[src/rtl/cdf_pkg.sv]
package cdf_pkg;
  typedef enum logic [1:0] {
    A_DIN  = 2'd0,
    A_DOUT = 2'd1,
    A_CTRL = 2'd2,
    A_RSVD = 2'd3
  } cdf_addr_e;

  localparam int CTL_EN    = 0;
  localparam int CTL_WIDE  = 1;
  localparam int CTL_FLUSH = 2;
endpackage

[src/rtl/cdf_fifo.sv]
// Synchronous FIFO with occupancy count and single-cycle flush.
// DEPTH must be a power of two (pointers wrap naturally).
module cdf_fifo #(
  parameter int WIDTH = 32,
  parameter int DEPTH = 8
) (
  input  logic                       clk,
  input  logic                       rst_n,
  input  logic                       flush,
  input  logic                       push,
  input  logic [WIDTH-1:0]           wdata,
  input  logic                       pop,
  output logic [WIDTH-1:0]           head,
  output logic [$clog2(DEPTH+1)-1:0] count
);
  localparam int AW = $clog2(DEPTH);
  localparam int CW = $clog2(DEPTH+1);

  logic [WIDTH-1:0] mem [DEPTH];
  logic [AW-1:0]    wptr, rptr;
  logic [CW-1:0]    cnt;
  logic             do_push, do_pop;

  assign do_push = push && (cnt != CW'(DEPTH));
  assign do_pop  = pop  && (cnt != '0);

  always_ff @(posedge clk or negedge rst_n) begin
    if (!rst_n) begin
      wptr <= '0;
      rptr <= '0;
      cnt  <= '0;
    end else if (flush) begin
      wptr <= '0;
      rptr <= '0;
      cnt  <= '0;
    end else begin
      if (do_push) wptr <= wptr + 1'b1;
      if (do_pop)  rptr <= rptr + 1'b1;
      unique case ({do_push, do_pop})
        2'b10:   cnt <= cnt + 1'b1;
        2'b01:   cnt <= cnt - 1'b1;
        default: cnt <= cnt;
      endcase
    end
  end

  always_ff @(posedge clk) begin
    if (do_push && !flush) mem[wptr] <= wdata;
  end

  assign head  = mem[rptr];
  assign count = cnt;
endmodule

[src/rtl/cdf_seq.sv]
// Block sequencer: start decision, input streaming and result collection.
module cdf_seq #(
  parameter int DEPTH  = 8,
  parameter int NARROW = 2,
  parameter int WIDE   = 4
) (
  input  logic                       clk,
  input  logic                       rst_n,
  input  logic                       flush,
  input  logic                       en,
  input  logic                       mode_wide,
  input  logic                       hold,
  input  logic [$clog2(DEPTH+1)-1:0] in_cnt,
  input  logic [$clog2(DEPTH+1)-1:0] out_cnt,
  input  logic                       cin_ready,
  input  logic                       cout_valid,
  output logic                       start,
  output logic                       busy,
  output logic                       cin_valid,
  output logic                       cin_last,
  output logic                       cout_ready
);
  localparam int CW = $clog2(DEPTH+1);

  logic [CW-1:0] blk_n, out_free, send_left, recv_left;
  logic          busy_q;

  assign blk_n    = mode_wide ? CW'(WIDE) : CW'(NARROW);
  assign out_free = CW'(DEPTH) - out_cnt;
  assign start    = en && !busy_q && !hold && !flush &&
                    (in_cnt >= blk_n) && (out_free >= blk_n);

  assign cin_valid  = busy_q && (send_left != '0);
  assign cin_last   = cin_valid && (send_left == CW'(1));
  assign cout_ready = busy_q && (recv_left != '0);
  assign busy       = busy_q;

  always_ff @(posedge clk or negedge rst_n) begin
    if (!rst_n) begin
      busy_q    <= 1'b0;
      send_left <= '0;
      recv_left <= '0;
    end else if (flush) begin
      busy_q    <= 1'b0;
      send_left <= '0;
      recv_left <= '0;
    end else if (start) begin
      busy_q    <= 1'b1;
      send_left <= blk_n;
      recv_left <= blk_n;
    end else begin
      if (cin_valid && cin_ready) send_left <= send_left - 1'b1;
      if (cout_valid && cout_ready) begin
        recv_left <= recv_left - 1'b1;
        if (recv_left == CW'(1)) busy_q <= 1'b0;
      end
    end
  end
endmodule

[src/rtl/cdf_stage.sv]
module cdf_stage #(
  parameter int DW     = 32,
  parameter int DEPTH  = 8,
  parameter int NARROW = 2,
  parameter int WIDE   = 4
) (
  input  logic          clk,
  input  logic          rst_n,
  input  logic          bus_wr,
  input  logic          bus_rd,
  input  logic [1:0]    bus_addr,
  input  logic [DW-1:0] bus_wdata,
  output logic [DW-1:0] bus_rdata,
  output logic          blk_start,
  output logic          busy,
  output logic          cin_valid,
  input  logic          cin_ready,
  output logic [DW-1:0] cin_data,
  output logic          cin_last,
  input  logic          cout_valid,
  output logic          cout_ready,
  input  logic [DW-1:0] cout_data,
  output logic          in_empty,
  output logic          in_full,
  output logic          out_empty,
  output logic          out_full,
  output logic          err_ovf,
  output logic          err_unf
);
  import cdf_pkg::*;

  localparam int CW = $clog2(DEPTH+1);

  logic          en_q, wide_q, need_flush_q, ovf_q, unf_q;
  logic          wr_din, wr_ctrl, rd_din, rd_dout, flush;
  logic          in_push, in_pop, drain, core_take;
  logic          out_push, out_pop;
  logic [CW-1:0] in_cnt, out_cnt;
  logic [DW-1:0] in_head, out_head, ctrl_word;
  logic [DW-1:0] rdata_q;

  // bus decode
  assign wr_din  = bus_wr && (bus_addr == A_DIN);
  assign wr_ctrl = bus_wr && (bus_addr == A_CTRL);
  assign rd_din  = bus_rd && (bus_addr == A_DIN);
  assign rd_dout = bus_rd && (bus_addr == A_DOUT);
  assign flush   = wr_ctrl && bus_wdata[CTL_FLUSH];

  assign in_empty  = (in_cnt == '0);
  assign in_full   = (in_cnt == CW'(DEPTH));
  assign out_empty = (out_cnt == '0);
  assign out_full  = (out_cnt == CW'(DEPTH));

  // input side: bus pushes, core or drain pops
  assign in_push   = wr_din && !in_full;
  assign core_take = cin_valid && cin_ready;
  assign drain     = rd_din && !en_q && !busy && !in_empty;
  assign in_pop    = core_take || drain;

  // output side: core pushes, bus pops
  assign out_push = cout_valid && cout_ready;
  assign out_pop  = rd_dout && !out_empty;

  cdf_fifo #(.WIDTH(DW), .DEPTH(DEPTH)) u_in_fifo (
    .clk   (clk),
    .rst_n (rst_n),
    .flush (flush),
    .push  (in_push),
    .wdata (bus_wdata),
    .pop   (in_pop),
    .head  (in_head),
    .count (in_cnt)
  );

  cdf_fifo #(.WIDTH(DW), .DEPTH(DEPTH)) u_out_fifo (
    .clk   (clk),
    .rst_n (rst_n),
    .flush (flush),
    .push  (out_push),
    .wdata (cout_data),
    .pop   (out_pop),
    .head  (out_head),
    .count (out_cnt)
  );

  cdf_seq #(.DEPTH(DEPTH), .NARROW(NARROW), .WIDE(WIDE)) u_seq (
    .clk        (clk),
    .rst_n      (rst_n),
    .flush      (flush),
    .en         (en_q),
    .mode_wide  (wide_q),
    .hold       (need_flush_q),
    .in_cnt     (in_cnt),
    .out_cnt    (out_cnt),
    .cin_ready  (cin_ready),
    .cout_valid (cout_valid),
    .start      (blk_start),
    .busy       (busy),
    .cin_valid  (cin_valid),
    .cin_last   (cin_last),
    .cout_ready (cout_ready)
  );

  assign cin_data = in_head;

  // control and sticky state
  always_ff @(posedge clk or negedge rst_n) begin
    if (!rst_n) begin
      en_q         <= 1'b0;
      wide_q       <= 1'b0;
      need_flush_q <= 1'b0;
      ovf_q        <= 1'b0;
      unf_q        <= 1'b0;
    end else begin
      if (wr_ctrl) begin
        en_q   <= bus_wdata[CTL_EN];
        wide_q <= bus_wdata[CTL_WIDE];
      end
      if (flush) begin
        need_flush_q <= 1'b0;
        ovf_q        <= 1'b0;
        unf_q        <= 1'b0;
      end else begin
        if (drain)                need_flush_q <= 1'b1;
        if (wr_din && in_full)    ovf_q        <= 1'b1;
        if (rd_dout && out_empty) unf_q        <= 1'b1;
      end
    end
  end

  assign err_ovf = ovf_q;
  assign err_unf = unf_q;

  always_comb begin
    ctrl_word           = '0;
    ctrl_word[CTL_EN]   = en_q;
    ctrl_word[CTL_WIDE] = wide_q;
  end

  // registered read data
  always_ff @(posedge clk or negedge rst_n) begin
    if (!rst_n) begin
      rdata_q <= '0;
    end else if (bus_rd) begin
      unique case (bus_addr)
        A_DIN:   rdata_q <= drain   ? in_head  : '0;
        A_DOUT:  rdata_q <= out_pop ? out_head : '0;
        A_CTRL:  rdata_q <= ctrl_word;
        default: rdata_q <= '0;
      endcase
    end
  end

  assign bus_rdata = rdata_q;
endmodule

[config.mk]
export PLATFORM = sky130hd
export DESIGN_NAME = cdf_stage
export DESIGN_NICKNAME = d
export VERILOG_FILES = /design/src/rtl/cdf_pkg.sv /design/src/rtl/cdf_fifo.sv /design/src/rtl/cdf_seq.sv /design/src/rtl/cdf_stage.sv
export SDC_FILE = /design/constraint.sdc
export NUM_CORES = 1
export LEC_CHECK = 0
export ABC_CLOCK_PERIOD_IN_PS = 4400
export BUFFER_PORTS_ARGS = -buffer_cell sky130_fd_sc_hd__buf_2
export CORE_MARGIN = 2
export CORE_UTILIZATION = 54
export CTS_CLUSTER_SIZE = 16
export DETAILED_ROUTE_END_ITERATION = 10
export HOLD_SLACK_MARGIN = 0.05
export PLACE_DENSITY_LB_ADDON = 0.15
export SKIP_CTS_REPAIR_TIMING = 1
export SYNTH_ARGS = -nofsm -noshare
export SYNTH_HDL_FRONTEND = slang
export SYNTH_HIERARCHICAL = 1
export SYNTH_SLANG_ARGS = --single-unit
[constraint.sdc]
create_clock -name clk -period 4.4 [get_ports clk]
set_clock_uncertainty 0.1 [all_clocks]
set_input_delay 0.22 -clock clk [delete_from_list [all_inputs] [get_ports clk]]
set_output_delay 0.22 -clock clk [all_outputs]
set_load 0.1 [all_outputs]
-- Word level (Yosys, flattened, before mapping)
Memories as Yosys holds them, arrays and structs flattened.
Cells that the tools add are included.
- multiplexer cells: 36
- magnitude comparators: 2
- add/subtract/negate cells: 11
- equal/unequal tests: 12
- reductions and logical operators: 56
- operators with widths (kind ; number):
    $pmux W32 S3 ; 1
    $mux W32 ; 2
    $mux W4 ; 8
    $logic_and A1 B1 Y1 ; 28
    $mux W3 ; 9
    $pmux W4 S2 ; 2
    $reduce_bool A4 Y1 ; 4
    $sub A4 B1 Y4 const B ; 4
    $reduce_bool A3 Y1 ; 5
    $mux W1 ; 14
    $reduce_bool A2 Y1 ; 7
    $add A3 B1 Y3 const B ; 4
    $add A4 B1 Y4 const B ; 2
    $eq A4 B1 Y1 const B ; 2
    $eq A4 B4 Y1 const B ; 2
    $ge A4 B4 Y1 ; 2
    $logic_not A4 Y1 ; 2
    $ne A4 B4 Y1 const B ; 2
    $logic_not A1 Y1 ; 7
    $eq A2 B1 Y1 const B ; 3
    $eq A2 B2 Y1 const B ; 3
    $sub A4 B4 Y4 const A ; 1
    $logic_not A2 Y1 ; 1
    $reduce_and A2 Y1 ; 1
    $logic_or A1 B1 Y1 ; 1
- word-level logic and storage cells: 134
- bits of input ports: 72
- memories: 2
- flip-flop bits (word level): 66
- bits in writable memories: 512
- output and inout bits: 75
- memory list (name ; depth ; width ; read ports ; clocked after memory_dff ; write ports ; RTL line ; RTL):
    u_in_fifo.mem ; 8 ; 32 ; 1 ; 0 ; 1 ; cdf_fifo.sv:19 ; logic [WIDTH-1:0] mem [DEPTH];
    u_out_fifo.mem ; 8 ; 32 ; 1 ; 0 ; 1 ; cdf_fifo.sv:19 ;

-- Logic depth before layout (Yosys ltp)
Gate-level depths: netlist of the first run.
- word-level depth: 10
- depth in mapped cells: 13

-- Modules after synthesis
Netlist of the first run, hierarchy kept.
- by module, submodules not included (module ; sequential area each (µm²) ; cells an instance ; area each (µm²) ; times used):
    cdf_fifo at u_out_fifo ; 7937.6 ; 449 ; 10276.1 ; 1
    cdf_fifo at u_in_fifo ; 7937.6 ; 449 ; 10274.9 ; 1
    cdf_stage ; 925.9 ; 147 ; 1821.7 ; 1
    cdf_seq ; 225.2 ; 82 ; 758.2 ; 1

-- Least setup slack after synthesis of the first run
Ideal clock, no wire load.
- path type: flip-flop to flip-flop
- from: reg u_seq.busy_q, in the netlist u_seq/busy
- to: mem u_out_fifo.mem[1][0], enable pin
- clock period less this slack: 7224 ps
- arrival: 6663 ps
- setup slack: -2824 ps
- cell stages (with the launch flop): 7
- cells stage by stage: dfrtp_1 a21boi_0 and2_1 inv_1 a21oi_1 nand3_1 nor3_1
- longest elaborated chain between the ends: 6
- ends and longest elaborated chain (item ; RTL line ; RTL):
    from (decl) ; cdf_seq.sv:26 ; logic busy_q;
    from (signal assigned) ; cdf_seq.sv:40 ; busy_q <= 1'b0;
    from (signal assigned) ; cdf_seq.sv:44 ; busy_q <= 1'b0;
    from (signal assigned) ; cdf_seq.sv:48 ; busy_q <= 1'b1;
    $logic_and A1 B1 Y1 ; cdf_seq.sv:35 ; assign cout_ready = busy_q && (recv_left != '0);
    named net cout_ready ; cdf_stage.sv:21 ; output logic cout_ready,
    $logic_and A1 B1 Y1 ; cdf_stage.sv:61 ; assign out_push = cout_valid && cout_ready;
    named net out_push ; cdf_stage.sv:37 ; logic out_push, out_pop;
    $logic_and A1 B1 Y1 ; cdf_fifo.sv:24 ; assign do_push = push && (cnt != CW'(DEPTH));
    $logic_and A1 B1 Y1 ; cdf_fifo.sv:48 ; if (do_push && !flush) mem[wptr] <= wdata;
    $mux W1 ; cdf_fifo.sv:48 ;
    $mux W1 (not written as such) ; cdf_fifo.sv:48 ;
    to (decl) ; cdf_fifo.sv:19 ;
The timed path passes the listed nets, and every way through them passes these cells.

-- Worst setup path after layout of the first run
- from: reg u_out_fifo.cnt[0], in the netlist u_out_fifo/count[0]
- to: out blk_start
- longest elaborated chain between the ends: 3
- ends and longest elaborated chain (item ; RTL line ; RTL):
    from (decl) ; cdf_fifo.sv:21 ; logic [CW-1:0] cnt;
    from (signal assigned) ; cdf_fifo.sv:40 ; 2'b10: cnt <= cnt + 1'b1;
    from (signal assigned) ; cdf_fifo.sv:41 ; 2'b01: cnt <= cnt - 1'b1;
    from (signal assigned) ; cdf_fifo.sv:42 ; default: cnt <= cnt;
    $sub A4 B4 Y4 ; cdf_seq.sv:29 ; assign out_free = CW'(DEPTH) - out_cnt;
    $ge A4 B4 Y1 ; cdf_seq.sv:31 ; (in_cnt >= blk_n) && (out_free >= blk_n);
    $logic_and A1 B1 Y1 ; cdf_seq.sv:31 ;
    to (decl) ; cdf_stage.sv:14 ; output logic blk_start,
Every way passes these cells.

==> results of run 1 <==
## registers in the layout, summed over array words and instances, names as in the netlist, 3 cells and up
name / count
u_in_fifo/mem: 256
u_in_fifo/count: 4
u_out_fifo/count: 4
bus_rdata: 32
u_seq/recv_left: 4
u_seq/send_left: 4
u_in_fifo/wptr: 3
u_in_fifo/rptr: 3
u_out_fifo/rptr: 3
u_out_fifo/mem: 256
u_out_fifo/wptr: 3
## routing by layer
| metal | vias to the layer above | wire (um) |
|---|---|---|
| met1 | 6012 | 20700 |
| met4 | 2 | 1010 |
| met3 | 66 | 3120 |
| met2 | 366 | 22600 |
| met5 | - | 13 |
| li1 | 5131 | - |
## critical path, stage by stage, from the launching register on
cell	delay [ps]
dfrtp_1	620
inv_1	90
ha_1	290
inv_1	40
ha_1	260
inv_1	30
o21ai_0	130
a211oi_1	130
nor3_4	480
buf_2	520
## stage by stage
step           util (%)  hold WS, ps
2_1_floorplan         -         -176
4_1_cts            62.9         -409
3_5_place_dp       58.7          227
3_3_place_gp       58.7          227
6_report           64.6         7.58
5_1_grt            64.6         73.8
## cells in the mapped netlist (all sizes together) (2+ instances only)
library cell / number
a211oi: 4
a21oi: 12
a221o: 30
a311o: 2
a31oi: 6
and2: 2
and2b: 2
and3: 3
and3b: 2
buf: 28
clkbuf: 26
dfrtp: 66
edfxtp: 512
ha: 19
inv: 24
mux2: 70
mux2i: 8
mux4: 128
nand2: 26
nand2b: 4
nand3: 14
nor2: 27
nor2b: 32
nor3: 16
nor3b: 2
nor4: 4
nor4b: 2
o211a: 2
o211ai: 3
o21ai: 10
o221a: 2
o41a: 2
o41ai: 2
or3: 8
or4: 2
or4b: 2
xnor2: 6
xor2: 10
## final timing paths
kind | cells after the start | to | slack [ps]
setup / recovery | 9 | blk_start | 890
hold / removal | 5 | u_seq/recv_left[0] | 8
setup reg to reg | 9 | u_out_fifo/mem[3][16] | 940
hold reg to reg | 1 | need_flush_q | 400
max in group asynchronous | 3 | u_in_fifo/rptr[0] | 3090
min in group asynchronous | 2 | u_seq/recv_left[3] | 120
## layout by cell type (no fill, tap or decap), drive strengths merged, types with 8 or more instances in the layout
| cell | Yosys | routed |
|---|---|---|
| nor3 | 16 | 16 |
| dlygate4sd3 | 0 | 68 |
| buf | 28 | 179 |
| clkbuf | 26 | 74 |
| nand2 | 26 | 26 |
| inv | 24 | 25 |
| dfrtp | 66 | 66 |
| mux2i | 8 | 8 |
| edfxtp | 512 | 512 |
| a221o | 30 | 30 |
| nor2 | 27 | 27 |
| clkinv | 0 | 25 |
| nor2b | 32 | 32 |
| nand3 | 14 | 14 |
| a21oi | 12 | 12 |
| xor2 | 10 | 10 |
| mux4 | 128 | 128 |
| ha | 19 | 19 |
| o21ai | 10 | 10 |
| mux2 | 70 | 70 |
| or3 | 8 | 8 |
## final cells by class
cell class              count  area (um^2)
inverters                  24         90.1
clock inverters            30          245
well taps                 539          674
multi-input cells         471         5900
flip-flops and latches    578        17000
clock buffers              74         1530
repair buffers            247         1720
fillers                  2844        14900
## where the power goes
group	switching [W]	leakage, nW	total, W	internal [W]
Combinational	0.00443	2.98	0.00663	0.00221
Clock	0.00194	0.880	0.00462	0.00268
Sequential	0.000644	5.46	0.00713	0.00649
## cell families (layout without fill, tap and decap cells)
group                      count (synthesis)  after routing
muxes                                    206            206
AOI/OAI and AO/OA                         81             81
xor gates and xnor gates                  16             16
DFF                                      578            578
adders and majority gates                 19             19
buffers and inverters                     78            375
and+or+nand+nor                          149            149
==> flow_summary.toml, run 1 <==
[status]
status = "finished clean"

[drt]
num_vias = 11600
wl_mm = 47.5
remaining_drc_errors = 0
viasPerCell = 5.90
drt_pass1_iterations = 5
ant_nets = 0
post_drt_wl_per_cell_um = 24.2
dr.first_iter.drc_count = 973

[worst_hold_path]
min_from = "cout_valid"
hold_class = "primary input to flop"

[critical_path]
criticalPathCategory = "flop to output pin"
cp.required_ps = 4080
cp_data_arrival_time_ps = 3190
critPathLaunch = "u_out_fifo/count[0]"
endpoint_kind = "output pin"
startpoint_type = "flop"
crit_fanout = 14
regToRegStartpoint = "u_seq/recv_left[0]"

[synthesis]
ys_ff_latch = 578
synth_nets = 1218
async_flop_share_pct = 11.4
synth_area_leader_cell = "edfxtp_1"
syn_area_um2 = 23100
synth.area.mux_share_pct = 16.3
synth_edf_count = 512
yosys.area.top_type_share_pct = 66.5
synth_ff_type = "edfxtp_1"
synthXorXnorAreaFrac_pct = 0.606
synth_compound_area_share_pct = 3.16
synth_cell_types = 54
syn_avg_cell_area_um2 = 20.5
synth_top_family_by_area = "multiplexers"
synth_area_leaders = "edfxtp_1 66%, mux4_2 12%, dfrtp_1 7.1%"
synthAdderAreaFrac_pct = 1.03
synthCells = 1127
synth-simple-area-share_pct = 3.74
yosysSeqAreaShare_pct = 73.6
yosys_warnings = 6

[place]
dp_cells = 1791
preCtsSetupSlack_ps = 1010
dp_hpwl_mm = 29.0
place.gp.congestion = 0.849
dpl_cell_area_um2 = 24700
io_buffers = 146

[grt]
grt_pass1_vias = 11400
grt_max_degree = 50
antenna_found_initial = 1
met2_usage_pct = 34.2
use_met1_pct = 31.7
use_met3_pct = 4.28
grt.total_usage_pct = 21.8
busiest_layer = "met2"
grt_pass1_wl_mm = 71.5
grt-ovfl-total = 0

[finish]
area_growth_pct = 17.6
final_area_um2 = 27200
fin_nets = 1470
antenna_cells = 0
fin_cells = 1963
drive_gt1_share_pct = 37.2

[timing]
fin_crit_sh_pct = 79.7
setup_viol = 0
worst_slew_pin_slew_ps = 1020
min_period_ps = 3510
layout_setup_ws_ps = 893
hold_viol = 0
fmax_ghz = 0.285
slew_viol_final = 0
fin_tns_setup_ps = 0
relSlewSlack_pct = 31.9
rsz0062_at_grt = "false"

[clocking]
cts.htree.levels = 2
cts.clk_slew.worst_paths_ps = 60
cts_buffers = 57
cts_root_buf = "clkbuf_16"
cts_sinks = 578
insertion_delay_ps = 600
cts_tree = "done"
clockBufferDepth = 3

[floorplanning]
start_util_pct = 54.9
std_cell_rows = 75
core_area_um2 = 42100
dieArea_um2 = 44500
die_x_um = 211
io_pins = 147
die_y_um = 211

[flow_run]
max_cap_viol_count = 0

[pwr]
cellPowerDensity_nw_per_um2 = 676
vdd_ir_drop_max_v = 0.000835
p_leak_nw = 9.32
totalPowerFinal_w = 0.0184
Power figures use the tool's default switching activity.
==> run 2: changes to the inputs <==
--- a/config.mk
+++ b/config.mk
@@ -5,10 +5,11 @@
 export SDC_FILE = /design/constraint.sdc
 export NUM_CORES = 1
 export LEC_CHECK = 0
-export ABC_CLOCK_PERIOD_IN_PS = 4400
+export ABC_AREA = 1
+export ABC_CLOCK_PERIOD_IN_PS = 3200
 export BUFFER_PORTS_ARGS = -buffer_cell sky130_fd_sc_hd__buf_2
 export CORE_MARGIN = 2
-export CORE_UTILIZATION = 54
+export CORE_UTILIZATION = 55
 export CTS_CLUSTER_SIZE = 16
 export DETAILED_ROUTE_END_ITERATION = 10
 export HOLD_SLACK_MARGIN = 0.05
==> constraint.sdc (replaced) <==
create_clock -name clk -period 3.2 [get_ports clk]
set_clock_uncertainty 0.1 [all_clocks]
set_input_delay 0.16 -clock clk [delete_from_list [all_inputs] [get_ports clk]]
set_output_delay 0.16 -clock clk [all_outputs]
set_load 0.1 [all_outputs]
==> run 2 against run 1 <==
Effect of this change:
- sequential power grew 30%
- sequential share of layout area shrank 1.6 points
- power grew 53%
- routed wire length grew 14%
- sequential cell count is the same
- combinational power grew 92%
- cell count grew 41%
- count of clock-buffer cells in the layout grew 11
- critical endpoint is now cin_data[7]
==> flow_summary.toml, run 2 <==
[timing]
min_period_ps = 3110
relSlewSlack_pct = 25.7
setup_viol = 0
fmax_ghz = 0.322
layout_setup_ws_ps = 91.4
worst_slew_pin_slew_ps = 1110
fin_tns_setup_ps = 0
hold_viol = 0
fin_crit_sh_pct = 97.1
slew_viol_final = 0

[critical_path]
criticalPathCategory = "flop to output pin"
crit_path_end = "cin_data[7]"
critPathBufInv = 2
critPathLaunch = "u_in_fifo/rptr[0]"
crit_fanout = 129
reg2regPathDepth = 9
path_cells = "buf_16 -> o21ai_0 -> o22ai_1 -> nor2_1 -> a31oi_1 -> buf_2"
endpoint_kind = "output pin"
crit_cells = 6
cp.required_ps = 2940
regToRegStartpoint = "u_in_fifo/count[0]"
ff2ff_setup_slack_ps = 520
cp_data_arrival_time_ps = 2850
slowest_delay_ps = 520
cp_slowest_cell = "buf_2"
r2r-end = "u_in_fifo/mem[4][18]"
critPathTopFamily = "buffers and inverters"
startpoint_type = "flop"

[worst_hold_path]
hold_class = "primary input to async pin"

[pwr]
totalPowerFinal_w = 0.0282
p_leak_nw = 10.2
vdd_ir_drop_max_v = 0.00103
cellPowerDensity_nw_per_um2 = 1010

[floorplanning]
die_y_um = 212
std_cell_rows = 76
dieArea_um2 = 44800
die_x_um = 212
core_area_um2 = 42800
start_util_pct = 55.4
io_pins = 147

[grt]
grt_pass1_wl_mm = 82.4
use_met1_pct = 35.1
busiest_layer = "met2"
grt_max_degree = 130
use_met3_pct = 3.16
antenna_found_initial = 1
grt.total_usage_pct = 24.2
grt-ovfl-total = 0
met2_usage_pct = 38.6
grt_pass1_vias = 14300

[finish]
seqCellArea_um2 = 17000
fillers = 3213
drive_gt1_share_pct = 15.9
layout_commonest_cell = "edfxtp_1"
area_growth_pct = 17.9
layout_common_cells = "512 x edfxtp_1, 474 x nor2_1, 208 x o21ai_0"
multiInputGateArea_um2 = 5960
fin_cells = 2771
fin_nets = 2274
antenna_cells = 0

[synthesis]
synth_nets = 2062
synth_area_leaders = "edfxtp_1 65%, nor2_1 7.8%, dfrtp_1 7.0%"
synth_cell_types = 39
synth_area_leader_cell = "edfxtp_1"
syn_area_um2 = 23700
async_flop_share_pct = 11.4
ys_ff_latch = 578
yosys_warnings = 6
synthCells = 1971
ys_top_cells_by_count = "512 x edfxtp_1, 491 x nor2_1, 208 x o21ai_0, 150 x nand2_1, 82 x nand3_1"
syn_avg_cell_area_um2 = 12.0
yosys.area.top_type_share_pct = 64.9
synth_edf_count = 512
yosysSeqAreaShare_pct = 71.9
synth_most_common_cell = "edfxtp_1"
synth_ff_type = "edfxtp_1"

[drt]
wl_mm = 54.0
drt_pass1_iterations = 5
post_drt_wl_per_cell_um = 19.5
viasPerCell = 5.60
dr.first_iter.drc_count = 1489
ant_nets = 0
remaining_drc_errors = 0
num_vias = 15500

[clocking]
cts_root_buf = "clkbuf_16"
cts.clk_slew.worst_paths_ps = 60
cts_tree = "done"
cts_buffers = 56
cts_sinks = 578
insertion_delay_ps = 600
cts.htree.levels = 2
clockBufferDepth = 3

[place]
dp_cells = 2599
io_buffers = 146
preCtsSetupSlack_ps = 560
dp_hpwl_mm = 32.9
place.gp.congestion = 0.865

[flow_run]
max_cap_viol_count = 0

[status]
status = "finished clean"
-- run 2: worst register-to-register path, cell delays in order (launching register included) --
cell and delay [ps]:
dfrtp_1 500, inv_1 100, nand2_1 90, nor2_2 50, nor2_1 310, nand2_4 130, nor2_1 180, nand2_1 270
nor2_4 350, buf_12 240
-- run 2: per-layer routing --
| layer | part of all wire, % | up-vias |
|---|---|---|
| li1 | - | 7433 |
| met1 | 44 | 7531 |
| met2 | 48 | 478 |
| met3 | 5.5 | 81 |
| met4 | 2.3 | 2 |
| met5 | 0.024 | - |
-- run 2: power by group --
part | internal (W) | leakage (nW) | switching, W
Clock | 0.00358 | 0.841 | 0.00261
Sequential | 0.00887 | 5.47 | 0.000434
Combinational | 0.00317 | 3.88 | 0.00953
Total | 0.0156 | 10.2 | 0.0126
-- run 2: metrics by stage --
stage / utilization (%) / instance area [um^2] / hold WS, ps
global placement: 59.5 / 25500 / 237
finish: 65.3 / 27900 / 124
global route: 65.3 / 27900 / 206
detailed placement: 59.5 / 25500 / 244
floorplan: - / 23800 / -236
CTS: 63.6 / 27200 / -405
-- run 2: layout make-up --
class / instances / area share (%)
inverter: 70 / 0.963
clock buffer: 85 / 5.73
tap: 546 / 2.45
sequential: 578 / 61.0
timing repair buffer: 264 / 8.05
multi-input combinational: 1213 / 21.4
clock inverter: 15 / 0.435
-- run 2: cells by family (layout without fill, tap and decap cells) --
| logic type | after synthesis | count (layout) | synth area share, % |
|---|---|---|---|
| adder cells (fa/ha/maj) | 19 | 19 | 1.00 |
| XOR/XNOR | 6 | 6 | 0.222 |
| flip-flops | 578 | 578 | 71.9 |
| AND/OR/NAND/NOR | 769 | 769 | 13.6 |
| multiplexers | 2 | 2 | 0.0951 |
| buffers and inverters | 180 | 434 | 3.52 |
| AO/OA/AOI/OAI | 417 | 417 | 9.69 |
-- run 2: worst min path at each step --
stage	to	start	slack [ps]
floorplan	bus_rdata[0]	rst_n	-240
global placement	bus_rdata[1]	rst_n	240
detailed placement	bus_rdata[1]	rst_n	240
CTS	bus_rdata[1]	rst_n	-400
global route	u_in_fifo/count[3]	rst_n	210
finish	bus_rdata[1]	rst_n	120
==> run 3: changes to the inputs <==
--- a/config.mk
+++ b/config.mk
@@ -14,6 +14,7 @@
 export DETAILED_ROUTE_END_ITERATION = 10
 export HOLD_SLACK_MARGIN = 0.05
 export PLACE_DENSITY_LB_ADDON = 0.15
+export RECOVER_POWER = 25
 export SKIP_CTS_REPAIR_TIMING = 1
 export SYNTH_ARGS = -nofsm -noshare
 export SYNTH_HDL_FRONTEND = slang
==> run 3 against run 2 <==
Effect of this change:
- highest routed layer unchanged
- global-route usage stayed put
- register-to-register slack hardly changed
- routed wire length hardly changed
- non-clock buffer count stayed put
- clock power hardly changed
- count of clock-buffer cells in the layout stayed put
- core utilization is 0.12 points lower
- sequential cell count stayed put
- via count is 0.15% lower
==> flow_summary.toml, run 3 (synthesized netlist as in run 2, its figures left out) <==
[timing]
setup_viol = 0
hold_viol = 0
worst_slew_pin_slew_ps = 1100
slew_viol_final = 0
relSlewSlack_pct = 26.6
min_period_ps = 3110
fin_crit_sh_pct = 97.1
fmax_ghz = 0.322

[critical_path]
reg2regPathDepth = 9
ff2ff_setup_slack_ps = 530
startpoint_type = "flop"
endpoint_kind = "output pin"
cp_slowest_cell = "buf_2"
cp.required_ps = 2940
regToRegStartpoint = "u_in_fifo/count[0]"
critPathLaunch = "u_in_fifo/rptr[0]"
r2r-end = "u_in_fifo/mem[5][18]"
crit_fanout = 129
cp_data_arrival_time_ps = 2850
criticalPathCategory = "flop to output pin"
slowest_delay_ps = 520
path_cells = "buf_16 -> o21ai_0 -> o22ai_1 -> nor2_1 -> a31oi_1 -> buf_2"

[drt]
post_drt_wl_per_cell_um = 19.5
ant_nets = 0
viasPerCell = 5.59
wl_mm = 54.0
num_vias = 15500
drt_pass1_iterations = 8
remaining_drc_errors = 0
dr.first_iter.drc_count = 1442

[grt]
antenna_found_initial = 1
grt_pass1_vias = 14300
grt_max_degree = 130
grt-ovfl-total = 0
grt_pass1_wl_mm = 82.4
grt.total_usage_pct = 24.2

[place]
place.gp.congestion = 0.865
dp_hpwl_mm = 32.9
io_buffers = 146
dp_cells = 2599

[finish]
layout_common_cells = "512 x edfxtp_1, 474 x nor2_1, 208 x o21ai_0"
final_core_util_pct = 65.1
antenna_cells = 0
drive_gt1_share_pct = 14.0
fin_cells = 2771
fin_nets = 2274
area_growth_pct = 17.7
layout_commonest_cell = "edfxtp_1"

[floorplanning]
io_pins = 147
die_y_um = 212
std_cell_rows = 76
core_area_um2 = 42800
die_x_um = 212
dieArea_um2 = 44800
start_util_pct = 55.4

[pwr]
totalPowerFinal_w = 0.0282
cellPowerDensity_nw_per_um2 = 1010
vdd_ir_drop_max_v = 0.00103
p_leak_nw = 10.1

[clocking]
cts.clk_slew.worst_paths_ps = 60
cts_tree = "done"
insertion_delay_ps = 600
cts_root_buf = "clkbuf_16"
clockBufferDepth = 3
cts.htree.levels = 2
cts_sinks = 578
cts_buffers = 56

[flow_run]
max_cap_viol_count = 0

[status]
status = "finished clean"

[worst_hold_path]
hold_class = "primary input to async pin"
==> run 3: cell types whose count changed in the layout (fill, tap and decap cells not counted), sizes merged <==
cell    previous run  this run
buf              191       150
clkbuf            86       127
==> run 3: final cells by class <==
cell class | instances | area, um^2
timing repair buffer | 264 | 2200
clock inverter | 15 | 121
fill | 3228 | 14900
inverter | 70 | 269
multi-input combinational | 1213 | 5960
sequential | 578 | 17000
clock buffer | 85 | 1600
tap | 546 | 683
==> run 3: worst max path at each step <==
stage / endpoint / slack [ps] / cells past startpoint
2_1_floorplan: bus_rdata[1] / 30 / 10
6_report: cin_data[7] / 90 / 6
5_1_grt: cin_data[14] / -10 / 6
3_3_place_gp: u_in_fifo/mem[7][12] / 610 / 9
3_5_place_dp: u_in_fifo/mem[5][10] / 560 / 9
4_1_cts: cin_data[7] / 70 / 6
==> run 3: worst max-delay path: cells and delay by family, from the launching register on <==
family                 cells  cell delay, ps
AO/OA/AOI/OAI              3             750
AND/OR/NAND/NOR            1              70
flip-flops                 1             440
buffers and inverters      2             950
==> run 3: per-stage QoR <==
| step | setup slack, ps | TNS (ps) | cell area (um^2) | hold slack (ps) |
|---|---|---|---|---|
| global route | -9.96 | -17.7 | 27900 | 206 |
| detailed placement | 560 | 0 | 25500 | 244 |
| CTS | 67.1 | 0 | 27200 | -405 |
| global placement | 614 | 0 | 25500 | 237 |
| floorplan | 27.3 | 0 | 23800 | -236 |
| finish | 94.2 | 0 | 27900 | 125 |
==> run 3: per-layer routing <==
metal,up-vias,routed length (um),part of all wire (%),GRT usage (%)
met3,89,3190,5.9,3.16
met5,-,13,0.024,0
met1,7484,23700,44,35.1
li1,7437,-,-,-
met2,490,25800,48,38.6
met4,2,1230,2.3,7.50
==> run 3: power by group <==
| part | internal, W | total, W | leakage (nW) | switching (W) |
|---|---|---|---|---|
| Sequential | 0.00887 | 0.00930 | 5.47 | 0.000435 |
| Combinational | 0.00316 | 0.0127 | 3.77 | 0.00953 |
| Clock | 0.00358 | 0.00619 | 0.841 | 0.00261 |
| Total | 0.0156 | 0.0282 | 10.1 | 0.0126 |
